<file path="src/rtl/cc_pkg.sv">
package cc_pkg;
    // Operation selected for the flag register on each cycle
    typedef enum logic [1:0] {
        CC_HOLD  = 2'd0,
        CC_LOAD  = 2'd1,
        CC_SHIFT = 2'd2
    } cc_op_e;
endpackage

</file>
<file path="src/rtl/cc_op_decode.sv">
module cc_op_decode
    import cc_pkg::*;
(
    input  logic   load_en,
    input  logic   shift_en,
    output cc_op_e op
);
    // Load has priority over shift
    always_comb begin
        if (load_en)       op = CC_LOAD;
        else if (shift_en) op = CC_SHIFT;
        else               op = CC_HOLD;
    end
endmodule

</file>
<file path="src/rtl/cc_flag_reg.sv">
module cc_flag_reg
    import cc_pkg::*;
#(
    parameter int NFLAG = 4
) (
    input  logic             clk,
    input  logic             rst_n,
    input  cc_op_e           op,
    input  logic [NFLAG-1:0] par_in,
    input  logic             ser_in,
    output logic [NFLAG-1:0] q
);
    logic [NFLAG-1:0] q_next;

    // Next-value selection
    always_comb begin
        q_next = q;
        unique case (op)
            CC_HOLD:  q_next = q;
            CC_LOAD:  q_next = par_in;
            CC_SHIFT: q_next = {ser_in, q[NFLAG-1:1]};
            default:  q_next = q;
        endcase
    end

    // Storage
    always_ff @(posedge clk or negedge rst_n) begin
        if (!rst_n) q <= '0;
        else        q <= q_next;
    end
endmodule

</file>
<file path="src/rtl/cc_uaddr_pack.sv">
module cc_uaddr_pack #(
    parameter int OPC_W = 8,
    parameter int PH_W  = 4,
    parameter int NFLAG = 4,
    localparam int AW   = OPC_W + PH_W + NFLAG
) (
    input  logic [OPC_W-1:0] opcode,
    input  logic [PH_W-1:0]  phase,
    input  logic [NFLAG-1:0] flags,
    output logic [AW-1:0]    uaddr
);
    assign uaddr = {opcode, phase, flags};
endmodule

</file>
<file path="src/rtl/cc_flag_shifter.sv">
module cc_flag_shifter
    import cc_pkg::*;
#(
    parameter int NFLAG = 4,
    parameter int OPC_W = 8,
    parameter int PH_W  = 4,
    localparam int AW   = OPC_W + PH_W + NFLAG
) (
    input  logic             clk,
    input  logic             rst_n,
    input  logic [NFLAG-1:0] alu_flags,
    input  logic             load_en,
    input  logic             shift_en,
    input  logic             ser_in,
    input  logic [OPC_W-1:0] opcode,
    input  logic [PH_W-1:0]  phase,
    output logic [NFLAG-1:0] flags,
    output logic             ser_out,
    output logic [AW-1:0]    uaddr
);
    cc_op_e op;

    cc_op_decode u_dec (
        .load_en  (load_en),
        .shift_en (shift_en),
        .op       (op)
    );

    cc_flag_reg #(.NFLAG(NFLAG)) u_reg (
        .clk    (clk),
        .rst_n  (rst_n),
        .op     (op),
        .par_in (alu_flags),
        .ser_in (ser_in),
        .q      (flags)
    );

    cc_uaddr_pack #(.OPC_W(OPC_W), .PH_W(PH_W), .NFLAG(NFLAG)) u_pack (
        .opcode (opcode),
        .phase  (phase),
        .flags  (flags),
        .uaddr  (uaddr)
    );

    assign ser_out = flags[0];

    // a load request captures the ALU flags
    p_load_r2: assert property (@(posedge clk) disable iff (!rst_n)
        $past(rst_n) && $past(load_en) |-> flags == $past(alu_flags));

    // with both requests set, the result is the load and not the shift
    p_load_wins_r4: assert property (@(posedge clk) disable iff (!rst_n)
        $past(rst_n) && $past(load_en) && $past(shift_en)
        |-> flags == $past(alu_flags));

    // shift only brings serial data into the top bit
    p_shift_r3: assert property (@(posedge clk) disable iff (!rst_n)
        $past(rst_n) && !$past(load_en) && $past(shift_en)
        |-> flags == {$past(ser_in), $past(flags[NFLAG-1:1])});

    // with no request the flags hold their value
    p_hold_r5: assert property (@(posedge clk) disable iff (!rst_n)
        $past(rst_n) && !$past(load_en) && !$past(shift_en) |-> $stable(flags));

    // a shift brings the old bit 1 out on the serial output
    p_serout_r6: assert property (@(posedge clk) disable iff (!rst_n)
        $past(rst_n) && !$past(load_en) && $past(shift_en)
        |-> ser_out == $past(flags[1]));
endmodule

</file>
<file path="config.mk">
export PLATFORM = sky130hd
export DESIGN_NAME = cc_flag_shifter
export DESIGN_NICKNAME = d
export VERILOG_FILES = /design/src/rtl/cc_pkg.sv /design/src/rtl/cc_op_decode.sv /design/src/rtl/cc_flag_reg.sv /design/src/rtl/cc_uaddr_pack.sv /design/src/rtl/cc_flag_shifter.sv
export SDC_FILE = /design/constraint.sdc
export NUM_CORES = 1
export LEC_CHECK = 0
export ABC_AREA = 0
export CORE_AREA = 5 5 42 44
export CTS_BUF_LIST = sky130_fd_sc_hd__clkbuf_8
export DETAILED_ROUTE_END_ITERATION = 8
export DIE_AREA = 0 0 47 49
export DONT_BUFFER_PORTS = 1
export GPL_TIMING_DRIVEN = 0
export PLACE_DENSITY_LB_ADDON = 0.15
export SYNTH_ARGS = -nofsm -noshare
export SYNTH_HDL_FRONTEND = slang
export SYNTH_SLANG_ARGS = --single-unit
</file>
<file path="constraint.sdc">
create_clock -name clk -period 0.8 [get_ports clk]
set_input_delay 0.16 -clock clk [delete_from_list [all_inputs] [get_ports clk]]
set_output_delay 0.16 -clock clk [all_outputs]
set_load 0.05 [all_outputs]
</file>
==> results of run 1 <==
-- power breakdown --
group	switching (mW)	internal, mW	total, mW
registers	0.107	0.230	0.337
clock network	0.101	0.320	0.422
logic	0.247	0.135	0.382
total	0.455	0.685	1.14
-- routing by layer --
| layer | vias up | wire length, um |
|---|---|---|
| met4 | 0 | 0 |
| met2 | 31 | 434 |
| met3 | 0 | 166 |
| met1 | 99 | 150 |
| met5 | - | 0 |
| li1 | 100 | - |
-- worst paths after layout --
kind	end	slack [ns]	cells after the start
min	u_reg.q[2]	0.03	1
max in group asynchronous	u_reg.q[0]	0.40	1
min in group asynchronous	u_reg.q[2]	0.21	1
max	uaddr[0]	-0.33	1
min reg2reg	u_reg.q[0]	0.79	2
max reg2reg	u_reg.q[0]	-0.13	2
-- cells by family after synthesis --
family | count (synthesis) | share of synthesized area
buf+inv | 18 | 0.442
compound gates | 4 | 0.0637
mux | 4 | 0.127
flops | 4 | 0.319
simple gates | 4 | 0.0478
-- through the flow --
stage / TNS [ns] / cells / setup slack [ns]
finish: -2.52 / 54 / -0.332
detailed placement: -0.883 / 50 / -0.117
CTS: -2.62 / 54 / -0.346
global placement: -0.880 / 50 / -0.113
floorplan: -0.639 / 34 / -0.0928
global route: -2.87 / 54 / -0.351
-- cells in the mapped netlist (all sizes together) --
cell type / n
nand2: 4
mux2i: 4
o21ai: 4
buf: 18
dfrtp: 4
-- repair_timing --
action                                  in CTS  in global routing
endpoints found under the setup margin      13                 13
hold buffers                                 1                  0
pin swaps                                    0                  0
resized for setup                            2                  1
hold endpoints to repair                     4                  0
-- area by class of cell --
class,instances,share of cell area
clock buffer,3,0.0959
tap,16,0.0465
multi-input combinational,12,0.174
sequential,4,0.250
buffer,18,0.410
timing repair buffer,1,0.0233
==> out/metrics.yaml, run 1 <==
worstHoldStart: "load_en"
boundaryPins: 42
finClkSkew_ns: 0.00137
synth_largest_area_cell: "buf_4"
critPathCaptureType: "primary output"
ir_drop_mv: 0.645
top_regs: "u_reg.q x4"
path_buf_inv: 1
rsz0062_at_grt: "yes"
wirelength_um: 751
core_area_um2: 1400
grt_start_max_net_pins: 9
cpLargestDelayFamily: "flip-flops"
dr.pass1.iters: 3
clock_latency_ns: 0.22
synth_top_area_share: 0.406
place_congestion: 0.606
largest-register: "u_reg.q"
max_freq_mhz: 883
grt-busiest-layer: "met2"
final_layout_size_suffix_gt1_frac: 0.658
routedWlPerCell_um: 13.9
holdWs_ns: 0.0313
failed_checks: "negative setup slack"
layout_common_cells: "buf_4, buf_8, mux2i_1, nand2_1, o21ai_1"
via_per_inst: 4.26
syn_nets: 55
grt_pass1_vias: 259
crit_start: "u_reg.q[0]"
drv_slew: 0
ys_ff_latch: 4
max_stage_delay_ns: 0.57
initial_core_util: 0.224
nets: 61
final.min_clock_period_ns: 1.13
dr_total_vias: 230
yosysWarnings: 0
stdcell_area_um2: 430
cp_data_arrival_time_ns: 0.97
r2r-start: "u_reg.q[0]"
tightest_slew_ns: 0.317
h-tree-depth: 1
final_core_util: 0.307
multiInputGateArea_um2: 75.1
max_cap_violations: 0
use_met2: 0.131
portBuffers: 0
syn_area_per_cell_um2: 9.24
globalRouteMet3Util: 0.0406
cts_sinks: 4
grt_pass1_wl_um: 1110
grt.total_usage: 0.0728
finalCritPeriodShare: 1.42
clk_path_buf_depth: 2
fillers: 155
antennaDiodeCount: 0
layout_setup_ws_ns: -0.332
yosysUniqueCellTypes: 6
worst_ep_required_time_ns: 0.64
overflow: 0
path_max_fanout: 4
ant_nets: 0
p_total_mw: 1.14
cts_setup_buffers: 0
p_leak_nw: 0.208
yosysSeqAreaShare: 0.319
use_met1: 0.0423
cellPowerDensity_nw_per_um2: 2650
cp_cell_sequence: "buf_8"
setup_violations: 13
root_buffer: "clkbuf_8"
netlist_area_um2: 314
regArea_um2: 108
die_w_um: 47
cpMaxStageDelayCell: "dfrtp_4"
crit_type: "reg -> out"
start_kind: "flip-flop"
row_count: 14
drt_iter0_drc: 3
areaGrowthSynthToFinish_pct: 37.1
layout_commonest_cell: "buf_4"
outcome: "complete, but fails checks"
place_area_um2: 369
drc: 0
synth_area_leaders: "buf_4, dfrtp_1, mux2i_1"
hp-class: "in -> reg"
cts_tree: "yes"
die_h_um: 49
finalHoldViolCount: 0
netlist_instances: 34
largest_register_ffs: 4
maxSlewHeadroom: 0.789
numCtsBuffers: 3
antenna_found_initial: 0
dieArea_um2: 2300
path_clk_slew_ns: 0.03
Power figures use the tool's default switching activity.
==> run 2: changes to the inputs <==
Settings changed: RECOVER_POWER set to 50.
==> run 2 against run 1 <==
Net effect:
- the flow still finishes with violations (negative setup slack)
- die area did not move
- non-clock buffer count did not move
- clock skew did not move
- critical path type unchanged
- fmax did not move
- sequential share of layout area rose by 0.60 points
- critical path depth did not move
- worst hold slack barely moved
==> out/metrics.yaml, run 2 (synthesized netlist as in run 1, its figures left out) <==
clock_latency_ns: 0.22
crit_type: "reg -> out"
grt.total_usage: 0.0728
finClkSkew_ns: 0.00137
grt_start_max_net_pins: 9
critPathCaptureType: "primary output"
setup_violations: 13
regArea_um2: 108
layout_setup_ws_ns: -0.332
finalSetupTns_ns: -2.52
cts_tree: "yes"
p_total_mw: 1.13
fillers: 159
cp_cell_sequence: "buf_8"
via_per_inst: 4.26
outcome: "complete, but fails checks"
areaGrowthSynthToFinish_pct: 33.9
initial_core_util: 0.224
rsz0062_at_grt: "yes"
largest_register_ffs: 4
antenna_found_initial: 0
worst_r2r_path_depth: 2
numCtsBuffers: 3
antennaDiodeCount: 0
worstHoldStart: "load_en"
die_h_um: 49
r2r-start: "u_reg.q[0]"
r2r_slack_ns: -0.13
drc: 0
largest-register: "u_reg.q"
place_congestion: 0.606
grt_pass1_vias: 259
multiInputGateArea_um2: 75.1
cpMaxStageDelayCell: "dfrtp_4"
failed_checks: "negative setup slack"
ir_drop_mv: 0.638
routedWlPerCell_um: 13.9
maxSlewHeadroom: 0.789
cts_sinks: 4
boundaryPins: 42
ant_nets: 0
nets: 61
p_leak_nw: 0.205
die_w_um: 47
max_stage_delay_ns: 0.57
h-tree-depth: 1
cpLargestDelayFamily: "flip-flops"
cellPowerDensity_nw_per_um2: 2700
core_area_um2: 1400
path_buf_inv: 1
final_layout_size_suffix_gt1_frac: 0.658
dieArea_um2: 2300
hp-class: "in -> reg"
dr_total_vias: 230
overflow: 0
path_clk_slew_ns: 0.03
max_cap_violations: 0
row_count: 14
wirelength_um: 751
path_max_fanout: 4
top_regs: "u_reg.q x4"
final.min_clock_period_ns: 1.13
worst_ep_required_time_ns: 0.64
cp_data_arrival_time_ns: 0.97
rr_endpoint: "u_reg.q[0]"
root_buffer: "clkbuf_8"
clk_path_buf_depth: 2
drv_slew: 0
tightest_slew_ns: 0.317
portBuffers: 0
layout_common_cells: "buf_4, buf_8"
layout_commonest_cell: "buf_4"
max_freq_mhz: 883
dr.pass1.iters: 3
finalCritPeriodShare: 1.42
hold_depth: 1
grt_pass1_wl_um: 1110
min_to: "u_reg.q[2]"
finalHoldViolCount: 0
drt_iter0_drc: 3
start_kind: "flip-flop"
-- run 2: cell type report --
cell class / count / area share
Buffer: 18 / 0.396
Sequential cell: 4 / 0.256
Multi-Input combinational cell: 12 / 0.179
Clock buffer: 3 / 0.0982
Tap cell: 16 / 0.0476
Timing Repair Buffer: 1 / 0.0238
-- run 2: worst max-delay path by stage --
| stage | from | end | slack [ns] | cells after the start |
|---|---|---|---|---|
| 2_1_floorplan | u_reg.q[0] | flags[0] | -0.09 | 1 |
| 3_3_place_gp | u_reg.q[0] | uaddr[0] | -0.11 | 1 |
| 3_5_place_dp | u_reg.q[0] | uaddr[0] | -0.12 | 1 |
| 4_1_cts | u_reg.q[0] | uaddr[0] | -0.35 | 1 |
| 5_1_grt | u_reg.q[0] | uaddr[0] | -0.35 | 1 |
| 6_report | u_reg.q[0] | uaddr[0] | -0.33 | 1 |
-- run 2: what timing repair did --
action,4_1_cts,5_1_grt
hold endpoints to repair,4,0
resized for setup,2,1
buffers inserted,0,0
setup endpoints to repair,13,13
hold buffers,1,0
-- run 2: per-stage QoR --
stage	cell area, um^2	cells	utilization	setup slack [ns]	hold slack (ns)
after global routing	420	54	0.300	-0.351	0.0316
after detailed placement	369	50	0.263	-0.117	-0.135
after CTS	428	54	0.305	-0.346	0.0277
after floorplan	349	34	-	-0.0928	-0.136
after global placement	369	50	0.263	-0.113	-0.135
final	420	54	0.300	-0.332	0.0313
-- run 2: report_power, final --
group	internal (mW)	switching [mW]	leakage, nW
sequential	0.230	0.107	0.0441
clock	0.320	0.101	0.0216
combinational	0.128	0.247	0.140
-- run 2: per-layer routing --
layer / GRT usage / wire length (um) / share of wire
met5: 0 / 0 / 0
met4: 0.0691 / 0 / 0
met3: 0.0406 / 162 / 0.22
met2: 0.131 / 433 / 0.58
met1: 0.0423 / 155 / 0.21
